## src/rtl/burst_sram_pkg.sv

```systemverilog
package burst_sram_pkg;

  typedef enum logic {
    ORDER_LINEAR      = 1'b0,
    ORDER_INTERLEAVED = 1'b1
  } burst_order_e;

  // Low two address bits for beat number `beat` of a burst that began at `origin`.
  function automatic logic [1:0] beat_low(input logic [1:0] origin,
                                          input logic [1:0] beat,
                                          input burst_order_e ord);
    logic [1:0] r;
    if (ord == ORDER_INTERLEAVED) r = origin ^ beat;
    else                          r = origin + beat;
    return r;
  endfunction

endpackage

```

## src/rtl/burst_addr_ctrl.sv

```systemverilog
module burst_addr_ctrl
  import burst_sram_pkg::*;
#(
  parameter int           ADDR_W = 8,
  parameter burst_order_e ORDER  = ORDER_INTERLEAVED
) (
  input  logic              clk,
  input  logic              rst,
  input  logic              cs,
  input  logic              adsp,
  input  logic              adsc,
  input  logic              adv,
  input  logic [ADDR_W-1:0] addr,
  output logic              open_q,
  output logic [ADDR_W-1:0] beat_addr,
  output logic              start,
  output logic              start_wr_ok
);

  localparam int HI_W = ADDR_W - 2;

  logic [ADDR_W-1:0] origin_q;
  logic [1:0]        beat_q;

  assign start       = cs & (adsp | adsc);
  assign start_wr_ok = start & ~adsp;

  always_ff @(posedge clk) begin
    if (rst) begin
      open_q   <= 1'b0;
      origin_q <= '0;
      beat_q   <= '0;
    end else if (start) begin
      open_q   <= 1'b1;
      origin_q <= addr;
      beat_q   <= '0;
    end else if (!cs) begin
      open_q   <= 1'b0;
    end else if (open_q && adv) begin
      beat_q   <= beat_q + 2'd1;
    end
  end

  assign beat_addr = {origin_q[ADDR_W-1 -: HI_W], beat_low(origin_q[1:0], beat_q, ORDER)};

endmodule

```

## src/rtl/burst_sram_lane.sv

```systemverilog
module burst_sram_lane #(
  parameter int ADDR_W = 8,
  parameter int LANE_W = 9
) (
  input  logic              clk,
  input  logic              we,
  input  logic [ADDR_W-1:0] waddr,
  input  logic [LANE_W-1:0] wdata,
  input  logic [ADDR_W-1:0] raddr,
  output logic [LANE_W-1:0] rdata
);

  localparam int DEPTH = 1 << ADDR_W;

  logic [LANE_W-1:0] store [DEPTH];

  // Read-first single clock array, suited to block RAM inference.
  always_ff @(posedge clk) begin
    if (we) store[waddr] <= wdata;
    rdata <= store[raddr];
  end

endmodule

```

## src/rtl/burst_sram.sv

```systemverilog
module burst_sram
  import burst_sram_pkg::*;
#(
  parameter int           ADDR_W = 8,
  parameter int           LANE_W = 9,
  parameter int           LANES  = 2,
  parameter burst_order_e ORDER  = ORDER_INTERLEAVED
) (
  input  logic                    clk,
  input  logic                    rst,
  input  logic                    cs,
  input  logic                    adsp,
  input  logic                    adsc,
  input  logic                    adv,
  input  logic [ADDR_W-1:0]       addr,
  input  logic [LANES-1:0]        wr_lane,
  input  logic [LANES*LANE_W-1:0] din,
  input  logic                    oe,
  output logic [LANES*LANE_W-1:0] dout,
  output logic                    dout_en
);

  localparam int WORD_W = LANES * LANE_W;

  logic              act;
  logic [ADDR_W-1:0] cur_addr;
  logic              start;
  logic              start_wr_ok;
  logic              beat_wr_ok;
  logic [ADDR_W-1:0] wr_addr;
  logic              vld_q;

  burst_addr_ctrl #(
    .ADDR_W (ADDR_W),
    .ORDER  (ORDER)
  ) u_ctrl (
    .clk         (clk),
    .rst         (rst),
    .cs          (cs),
    .adsp        (adsp),
    .adsc        (adsc),
    .adv         (adv),
    .addr        (addr),
    .open_q      (act),
    .beat_addr   (cur_addr),
    .start       (start),
    .start_wr_ok (start_wr_ok)
  );

  assign beat_wr_ok = cs & act & ~start;
  assign wr_addr    = start ? addr : cur_addr;

  for (genvar g = 0; g < LANES; g++) begin : g_lane
    burst_sram_lane #(
      .ADDR_W (ADDR_W),
      .LANE_W (LANE_W)
    ) u_lane (
      .clk   (clk),
      .we    (wr_lane[g] & (start_wr_ok | beat_wr_ok)),
      .waddr (wr_addr),
      .wdata (din[g*LANE_W +: LANE_W]),
      .raddr (cur_addr),
      .rdata (dout[g*LANE_W +: LANE_W])
    );
  end

  always_ff @(posedge clk) begin
    if (rst) vld_q <= 1'b0;
    else     vld_q <= act;
  end

  assign dout_en = vld_q & oe;

  logic unused_w;
  assign unused_w = ^WORD_W;

endmodule

```

## config.mk

```make
export PLATFORM = sky130hd
export DESIGN_NAME = burst_sram
export DESIGN_NICKNAME = d
export VERILOG_FILES = /design/src/rtl/burst_sram_pkg.sv /design/src/rtl/burst_addr_ctrl.sv /design/src/rtl/burst_sram_lane.sv /design/src/rtl/burst_sram.sv
export SDC_FILE = /design/constraint.sdc
export NUM_CORES = 2
export LEC_CHECK = 0
export BUFFER_PORTS_ARGS = -buffer_cell sky130_fd_sc_hd__buf_4
export CAP_MARGIN = 30
export CORE_MARGIN = 2
export CORE_UTILIZATION = 55
export DETAILED_ROUTE_END_ITERATION = 12
export MAX_ROUTING_LAYER = met4
export PLACE_DENSITY_LB_ADDON = 0.12
export SYNTH_ARGS = -nofsm -noshare
export SYNTH_HDL_FRONTEND = slang
export SYNTH_MEMORY_MAX_BITS = 65536
export SYNTH_SLANG_ARGS = --single-unit
```

## constraint.sdc

```tcl
create_clock -name clk -period 3.5 [get_ports clk]
set_clock_uncertainty 0.05 [all_clocks]
set_input_delay 0.7 -clock clk [delete_from_list [all_inputs] [get_ports clk]]
set_output_delay 0.7 -clock clk [all_outputs]
set_load 0.01 [all_outputs]
```

==> flow_metrics.tcl <==
set metrics [dict create \
    finalCriticalPeriod_ns 3.406 \
    maxCapViolations 0 \
    grt_pass1_vias 88120 \
    core_region_area_um2 318300 \
    viasPerCell 6.453 \
    syn_to_final_growth_pct 16.91 \
    cts_sinks 4638 \
    synth_cell_types 30 \
    muxShareOfSynthArea 0.1472 \
    portBuffers 53 \
    synth_compound_area_frac 0.03707 \
    antenna_found_initial 19 \
    syn_avg_cell_area_um2 22.26 \
    p_leak_nw 65.89 \
    worstSkewPairLatency_ns 0.98 \
    min_path_type "input pin to flip-flop" \
    finalCritPeriodShare 0.9732 \
    max-clock-path-buffers 4 \
    gp_congestion 0.8417 \
    hpwl_um 279600 \
    power_mw 115.7 \
    syn-cell-area_um2 176200 \
    cts_tree "built" \
    via_count 88170 \
    synth-simple-area-share 0.01472 \
    async_reset_ff_frac 0 \
    rows 207 \
    drt_iter0_drc 11330 \
    whs_path_depth 4 \
    synth_fa_ha_area_frac 0 \
    globalRouteOverflowTotal 0 \
    synth_top_family_by_area "multiplexers" \
    synth.area.top_cells "edfxtp_1, mux4_2, a22oi_1" \
    ant_nets 0 \
    worstRegToRegCells 9 \
    die_x_um 570.1 \
    outcome "complete, no violations" \
    rsz0062_at_grt "no" \
    finalSetupViolCount 0 \
    final_util 0.6473 \
    r2r-start "u_ctrl.beat_q[0]" \
    synth_cells 7918 \
    required_ns 4.28 \
    synth_top_area_share 0.7852 \
    clock.fmax_ghz 0.2936 \
    worstMarginPinSlew_ns 1.292 \
    crit_fanout 9 \
    ir_worst_vdd_uv 462.0 \
    hold-path-endpoint "u_ctrl.beat_q[0]" \
    critPathLaunchType "flip-flop" \
    yosys_warnings 0 \
    drv_slew 0 \
    synth_edf_count 4608 \
    r2r_setup_slack_ns 0.09 \
    clockRootBuffer "clkbuf_16" \
    ys_seq_elements 4638 \
    synth_nets 7953 \
    fill_cells 20700 \
    initial_core_util 0.5536 \
    drive_gt1_frac 0.3238 \
    power_density_nw_per_um2 561.6 \
    grt_max_degree 125 \
    finalHoldViolations 0 \
    routed_wl_um 451900 \
    synthFlopType "edfxtp_1" \
    grt_pass1_wl_um 644700 \
    criticalPathCategory "flip-flop to flip-flop" \
    cts.clk_slew.worst_paths_ns 0.06 \
    placed_area_um2 190500 \
    min_from "adv" \
    drc 0 \
    firstDrtPassIters 5 \
    ios 54 \
    die_y_um 570.1 \
    nets 9132 \
    cp_data_arrival_time_ns 4.19 \
    slew_headroom 0.1388 \
    htreeDepth 5 \
    cts_buffers 456 \
    yosysSeqAreaShare 0.7886 \
    track_usage 0.2865 \
    wl_per_cell_um 33.08 \
    die_area_um2 325000 \
    postLayoutCellArea_um2 206000 \
    yosysTopAreaCell "edfxtp_1" \
    reg2reg_to "g_lane[0].u_lane.rdata[1]" \
    synth-xor-area-share 0.0002485 \
    endpoint_kind "flip-flop" \
]
-- registers in the layout, summed over array words and instances, names as in the netlist --
register             count
u_ctrl.open_q            1
u_ctrl.beat_q            2
u_ctrl.origin_q          8
g_lane.u_lane.store   4608
vld_q                    1
g_lane.u_lane.rdata     18
-- per-layer routing --
metal	wire [µm]	global-route usage	share of wire	vias up
li1	-	-	-	36080
met1	180500	0.4080	0.40	47370
met2	222700	0.4480	0.49	4143
met3	37550	0.03847	0.083	568
met4	11080	0.06853	0.025	0
met5	0	-	0	-
-- how the worst max path moves through the flow --
| stage | from | end | depth (start not counted) |
|---|---|---|---|
| 2_1_floorplan | u_ctrl.beat_q[1] | g_lane[0].u_lane.store[182][0] | 9 |
| 3_5_place_dp | u_ctrl.origin_q[0] | g_lane[1].u_lane.rdata[0] | 11 |
| 4_1_cts | u_ctrl.origin_q[0] | g_lane[0].u_lane.rdata[7] | 11 |
| 5_1_grt | u_ctrl.beat_q[1] | g_lane[0].u_lane.rdata[1] | 11 |
| 3_3_place_gp | u_ctrl.beat_q[0] | g_lane[0].u_lane.rdata[2] | 9 |
| 6_report | u_ctrl.beat_q[0] | g_lane[0].u_lane.rdata[1] | 9 |
-- Yosys cell counts, types with 2 or more instances --
cell,n
o41ai_1,72
edfxtp_1,4608
clkbuf_1,268
o31ai_1,5
nand3_1,6
nand3b_1,8
buf_1,51
dfxtp_1,30
nor3_1,2
and2_1,5
mux4_2,1152
o21ai_1,4
xor2_1,3
xnor2_1,2
nand2b_1,2
buf_2,187
nor2b_1,5
o21a_1,2
nand2_1,81
nor2_1,525
a22oi_1,576
a21oi_1,298
nand4_1,19
-- power by group --
group / internal [mW] / switching [mW] / leakage [nW]
Combinational: 2.64 / 4.04 / 17.1
Clock: 27.2 / 20.5 / 7.09
Sequential: 61.1 / 0.146 / 41.7
-- cell type report --
cell class                      count  area [µm²]  share of cell area
Timing Repair Buffer             1228       11600             0.05630
Clock inverter                    254        2425             0.01177
Multi-Input combinational cell   2773       35650              0.1731
Clock buffer                      580       12120             0.05884
Antenna cell                        9       22.52           0.0001093
Sequential cell                  4638      139000              0.6745
Tap cell                         4180        5230             0.02538
-- logic make-up after synthesis --
logic type      count (synthesis)
simple gates                  657
flops                        4638
xor+xnor                        5
compound gates                959
mux                          1152
buf+inv                       507
-- per-stage QoR --
step	hold WS (ns)	instances	setup TNS, ns	setup WS (ns)
after CTS	0.04325	13610	-0.04452	-0.03633
final	0.1060	13660	0	0.09365
after floorplan	0.3988	7918	0	0.5581
after detailed placement	0.4524	12760	-1.984	-0.3495
after global routing	0.1031	13660	0	0.03113
after global placement	0.4474	12760	-1.415	-0.2824
-- timing repair --
item | CTS | global route
endpoints found under the setup margin | 14 | 17
resized for setup | 27 | 27
gates cloned | 0 | 7
endpoints found under the hold margin | 12 | 0
pin swaps | 2 | 5
buffers inserted | 0 | 32
hold buffers | 19 | 0
-- cell usage in the layout, fill, tap and decap left out, types with 9 or more instances in the layout --
cell / instances
o41ai_2: 25
clkbuf_16: 468
buf_16: 10
clkbuf_8: 14
dlygate4sd3_1: 19
clkinv_8: 9
buf_4: 1020
nand2_4: 17
edfxtp_1: 4608
clkinvlp_4: 13
mux4_2: 1152
nand4_1: 19
clkinv_1: 98
diode_2: 9
a22oi_1: 570
buf_12: 148
bufinv_16: 38
clkinv_2: 82
nor2_1: 523
nand2_1: 64
buf_8: 18
a21oi_1: 294
o41ai_1: 43
clkbuf_1: 105
dfxtp_1: 27
-- critical path: stages (launching register included) --
cell,delay (ns)
dfxtp_2,0.36
xnor2_4,0.23
buf_12,0.20
buf_4,0.27
mux4_2,0.54
a22oi_1,0.44
a21oi_1,0.26
o41ai_2,0.51
buf_4,0.28
nand4_1,0.10
Power figures use the tool's default switching activity.
